--- src/rtl/dif_bfly3m.sv ---
module dif_bfly3m #(
  parameter int W     = 16,
  parameter int SCALE = 1
) (
  input  logic                clk,
  input  logic                rst_n,
  input  logic                in_valid,
  input  logic signed [W-1:0] x_re,
  input  logic signed [W-1:0] x_im,
  input  logic signed [W-1:0] y_re,
  input  logic signed [W-1:0] y_im,
  input  logic signed [W-1:0] w_re,
  input  logic signed [W-1:0] w_im,
  output logic                out_valid,
  output logic signed [W+1:0] sum_re,
  output logic signed [W+1:0] sum_im,
  output logic signed [W+1:0] dif_re,
  output logic signed [W+1:0] dif_im
);

  localparam int OW = W + 2;
  localparam int KW = 2*W + 2;
  localparam int PW = 2*W + 3;
  localparam int SH = W - 1 + SCALE;

  // stage 1: butterfly add/subtract and widened pre-additions
  logic signed [W:0]   s_re_c, s_im_c, d_re_c, d_im_c, dmc_c, cpd_c;
  logic signed [W+1:0] apb_c;

  assign s_re_c = (W+1)'(x_re) + (W+1)'(y_re);
  assign s_im_c = (W+1)'(x_im) + (W+1)'(y_im);
  assign d_re_c = (W+1)'(x_re) - (W+1)'(y_re);
  assign d_im_c = (W+1)'(x_im) - (W+1)'(y_im);
  assign apb_c  = (W+2)'(d_re_c) + (W+2)'(d_im_c);
  assign dmc_c  = (W+1)'(w_im) - (W+1)'(w_re);
  assign cpd_c  = (W+1)'(w_re) + (W+1)'(w_im);

  logic                v1, v2;
  logic signed [W:0]   p_a, p_b, p_dmc, p_cpd, s1_re, s1_im;
  logic signed [W-1:0] p_c;
  logic signed [W+1:0] p_apb;

  // stage 2: three real multiplies
  logic signed [KW-1:0] k1_c, k2_c, k3_c;
  logic signed [KW-1:0] k1_q, k2_q, k3_q;
  logic signed [W:0]    s2_re, s2_im;

  assign k1_c = KW'(p_c) * KW'(p_apb);
  assign k2_c = KW'(p_a) * KW'(p_dmc);
  assign k3_c = KW'(p_b) * KW'(p_cpd);

  // stage 3: post-additions and scaling
  logic signed [PW-1:0] re_full, im_full;

  assign re_full = PW'(k1_q) - PW'(k3_q);
  assign im_full = PW'(k1_q) + PW'(k2_q);

  always_ff @(posedge clk or negedge rst_n) begin
    if (!rst_n) begin
      v1        <= 1'b0;
      v2        <= 1'b0;
      out_valid <= 1'b0;
    end else begin
      v1        <= in_valid;
      v2        <= v1;
      out_valid <= v2;
    end
  end

  always_ff @(posedge clk) begin
    p_a    <= d_re_c;
    p_b    <= d_im_c;
    p_c    <= w_re;
    p_apb  <= apb_c;
    p_dmc  <= dmc_c;
    p_cpd  <= cpd_c;
    s1_re  <= s_re_c;
    s1_im  <= s_im_c;
    k1_q   <= k1_c;
    k2_q   <= k2_c;
    k3_q   <= k3_c;
    s2_re  <= s1_re;
    s2_im  <= s1_im;
    sum_re <= OW'(s2_re) >>> SCALE;
    sum_im <= OW'(s2_im) >>> SCALE;
    dif_re <= OW'(re_full >>> SH);
    dif_im <= OW'(im_full >>> SH);
  end

  // checking: direct four-multiply reference from the ports, compared three cycles later
  logic [1:0] warm;
  always_ff @(posedge clk or negedge rst_n) begin
    if (!rst_n)            warm <= 2'd0;
    else if (warm != 2'd3) warm <= warm + 2'd1;
  end

  logic signed [PW-1:0] ref_re, ref_im, ref_sre, ref_sim;
  assign ref_re  = PW'(d_re_c) * PW'(w_re) - PW'(d_im_c) * PW'(w_im);
  assign ref_im  = PW'(d_re_c) * PW'(w_im) + PW'(d_im_c) * PW'(w_re);
  assign ref_sre = PW'(x_re) + PW'(y_re);
  assign ref_sim = PW'(x_im) + PW'(y_im);

  a_r1_sum_value: assert property (@(posedge clk) disable iff (!rst_n)
    (warm == 2'd3 && out_valid) |->
      (sum_re == OW'($past(ref_sre, 3) >>> SCALE) && sum_im == OW'($past(ref_sim, 3) >>> SCALE)));

  a_r2_dif_real: assert property (@(posedge clk) disable iff (!rst_n)
    (warm == 2'd3 && out_valid) |-> dif_re == OW'($past(ref_re, 3) >>> SH));

  a_r3_dif_imag: assert property (@(posedge clk) disable iff (!rst_n)
    (warm == 2'd3 && out_valid) |-> dif_im == OW'($past(ref_im, 3) >>> SH));

  a_r4_valid_latency: assert property (@(posedge clk) disable iff (!rst_n)
    (warm == 2'd3) |-> out_valid == $past(in_valid, 3));

  a_r6_reset_clear: assert property (@(posedge clk) !rst_n |-> !out_valid);

endmodule

--- config.mk ---
export PLATFORM = sky130hd
export DESIGN_NAME = dif_bfly3m
export DESIGN_NICKNAME = d
export VERILOG_FILES = /design/src/rtl/dif_bfly3m.sv
export SDC_FILE = /design/constraint.sdc
export NUM_CORES = 2
export LEC_CHECK = 0
export BUFFER_PORTS_ARGS = -buffer_cell sky130_fd_sc_hd__buf_2
export CAP_MARGIN = 20
export CORE_MARGIN = 2
export CORE_UTILIZATION = 27
export DETAILED_ROUTE_END_ITERATION = 8
export SLEW_MARGIN = 10
export SYNTH_ARGS = -nofsm -noshare
export SYNTH_HDL_FRONTEND = slang
export SYNTH_SLANG_ARGS = --single-unit
--- constraint.sdc ---
create_clock -name clk -period 11.5 [get_ports clk]
set_clock_uncertainty 0.1 [all_clocks]
set_input_delay 1.725 -clock clk [delete_from_list [all_inputs] [get_ports clk]]
set_output_delay 1.725 -clock clk [all_outputs]
set_load 0.05 [all_outputs]
==> flow_summary.ini <==
[run_status]
outcome = complete, no violations

[timing]
maxSlewHeadroom_pct = 31.17
setup_tns_ns = 0
fmax_ghz = 0.1385
drv_slew = 0
finalWorstPathRequiredPeriod_ns = 7.220
tightest_slew_ns = 1.006
final-setup-viol-count = 0
timing.final.crit_share_pct = 62.78
rsz0062_at_grt = false
hold_viol = 0

[worst_hold_path]
hold_depth = 0
hp-class = reg2reg
hold_end = s2_re[15]
min_from = s1_re[15]

[die]
die_h_um = 418.7
rows = 152
dieArea_um2 = 175300
ios = 172
placeableCoreArea_um2 = 171200
start_util_pct = 27.13
die_w_um = 418.7

[setup_path]
crit_chain = nand2_1 -> inv_1 -> fa_1 -> fa_1 -> fa_1 -> fa_1 -> fa_1 -> inv_1 -> fa_1 -> inv_1 -> ha_1 -> nand3_1 -> nor2_1 -> and4_1 -> o21ai_0 -> o21ai_1 -> o22ai_2 -> o2111ai_1 -> a21oi_1 -> xnor2_1
arrival_ns = 7.61
cp_common_cell = fa_1
reg2reg_to = k3_q[33]
path_max_fanout = 17
worstPathRequired_ns = 11.89
critPathSlowestCell = fa_1
cp-end-kind = flip-flop
r2r_cells = 20
timing.critical_path.buf_inv = 3
reg2reg_from = p_cpd[2]
cp_top_family = adder cells
path_class = reg2reg
slowest_delay_ns = 1.00
r2r_setup_slack_ns = 4.28
cp-start-kind = flip-flop

[yosys]
synth-edff-count = 0
syn_area_um2 = 46430
synth_cell_types = 78
ys_seq_area_share_pct = 14.60
ys_ff_latch = 338
syn_nets = 6356
avgSynthCellArea_um2 = 9.409
synthCells = 4935
synth_ff_type = dfxtp_1
yosys_warnings = 0
synthArstFlopShare_pct = 0.8876

[placed_design]
gp_congestion = 0.9196
io_buffers = 171
hpwl_mm = 108.9
placed_cells = 7204

[layout]
finalNonFillerCells = 7310
syn_to_final_growth_pct = 10.24
final_cell_mix = inv_1 (1102), fa_1 (889), nand2_1 (467)
layout-drive-gt1-share_pct = 5.484
seq_area_um2 = 6782
fillers = 17970
multi_input_area_um2 = 34950
mostFrequentLayoutCell = inv_1
final_nets = 6437

[clock_tree]
clock-root-buffer = clkbuf_16
cts_max_path_buffers = 3
clk_pin_slew_worst_paths_ns = 0.06
insertion_delay_ns = 0.63
h-tree-depth = 2
post_cts.repair.setup_buffers = 0
numCtsBuffers = 43
clock-sinks = 338
cts_hold_buf = 0
cts_resized = 0
cts_tree = done

[routing]
postRouteAntennaNets = 0
avgViaCountPerCell = 4.479
wl_per_cell_um = 17.74
drt-total-wl_mm = 129.7
drc = 0
drt_iter0_drc = 1783
dr.pass1.iters = 5
dr_total_vias = 32740

[global_route]
grt.total_usage_pct = 15.31
grt_overflow = 0
antenna_found_initial = 42
grt_pass1_vias = 35870
grt_pass1_wl_mm = 206.5
grt_max_degree = 35

[run]
drv_cap = 0
==> registers in the layout (all words and copies together) (netlist names), 17 cells and up <==
name and flops:
p_apb 18, dif_im 18, p_b 17, dif_re 18
k3_q 34, p_a 17, k1_q 34, p_cpd 17
k2_q 34
==> routing by layer <==
| metal | vias to the layer above | routed length, um | global-route usage (%) |
|---|---|---|---|
| li1 | 15170 | - | - |
| met1 | 16570 | 51220 | 17.75 |
| met2 | 742 | 65620 | 27.44 |
| met3 | 259 | 5027 | 1.574 |
| met4 | 4 | 7786 | 8.628 |
| met5 | - | 27 | 0 |
==> worst max path at each step <==
stage	startpoint	to	slack, ns	cells after the start
after global routing	p_cpd[2]	k3_q[33]	3.83	20
final	p_cpd[2]	k3_q[33]	4.28	20
after detailed placement	p_b[7]	k3_q[33]	4.24	21
after global placement	p_cpd[2]	k3_q[33]	4.30	20
after CTS	p_b[7]	k3_q[33]	4.19	21
after floorplan	p_c[7]	k1_q[33]	5.04	24
==> kinds of logic after synthesis <==
| family | synth area share [%] |
|---|---|
| mux | 0.04581 |
| fa+ha+maj | 50.00 |
| xor+xnor | 4.112 |
| flops | 14.60 |
| compound gates | 7.251 |
| buf+inv | 10.12 |
| simple gates | 13.87 |
==> area by class of cell <==
| type | instances | share of cell area (%) |
|---|---|---|
| Antenna cell | 26 | 0.1271 |
| Clock buffer | 53 | 2.273 |
| Clock inverter | 27 | 0.7162 |
| Inverter | 1103 | 8.088 |
| Multi-Input combinational cell | 3350 | 68.29 |
| Sequential cell | 338 | 13.25 |
| Tap cell | 2233 | 5.458 |
| Timing Repair Buffer | 180 | 1.804 |
==> metrics by stage <==
stage          util [%]  setup slack, ns  hold WS, ns  instance area [um^2]
6_report          29.91            4.280       0.2197                 51190
5_1_grt           29.90            3.833       0.2233                 51180
4_1_cts           29.87            4.188       0.2211                 51120
3_5_place_dp      28.97            4.240       0.2121                 49590
3_3_place_gp      28.97            4.298       0.2110                 49590
2_1_floorplan         -            5.036       0.2096                 46430
==> synth_stat cells (8+ instances only) <==
library cell / count / area, um^2
and3_1: 19 / 118.9
ha_1: 433 / 5418
inv_1: 1102 / 4136
a31oi_1: 19 / 118.9
o21a_1: 33 / 247.7
and2_1: 425 / 2659
nor3_1: 60 / 300.3
o21ai_1: 17 / 85.08
nand3_1: 41 / 205.2
nand2b_1: 38 / 237.7
xnor2_1: 167 / 1463
xor2_1: 51 / 446.7
o31ai_1: 8 / 60.06
nand4_1: 18 / 112.6
nand2_1: 467 / 1753
nor2b_1: 31 / 193.9
a2111oi_0: 10 / 87.58
fa_1: 889 / 17800
or3_1: 20 / 125.1
a21oi_1: 162 / 810.8
a21o_1: 47 / 352.8
nor2_1: 153 / 574.3
a211oi_1: 22 / 165.2
clkbuf_1: 135 / 506.7
o21bai_1: 32 / 240.2
a211o_1: 11 / 96.34
dfxtp_1: 335 / 6706
o21ai_0: 75 / 375.4
Power is not shown: default switching activity piles up to over one toggle a cycle in this logic, so the estimate is an artifact.
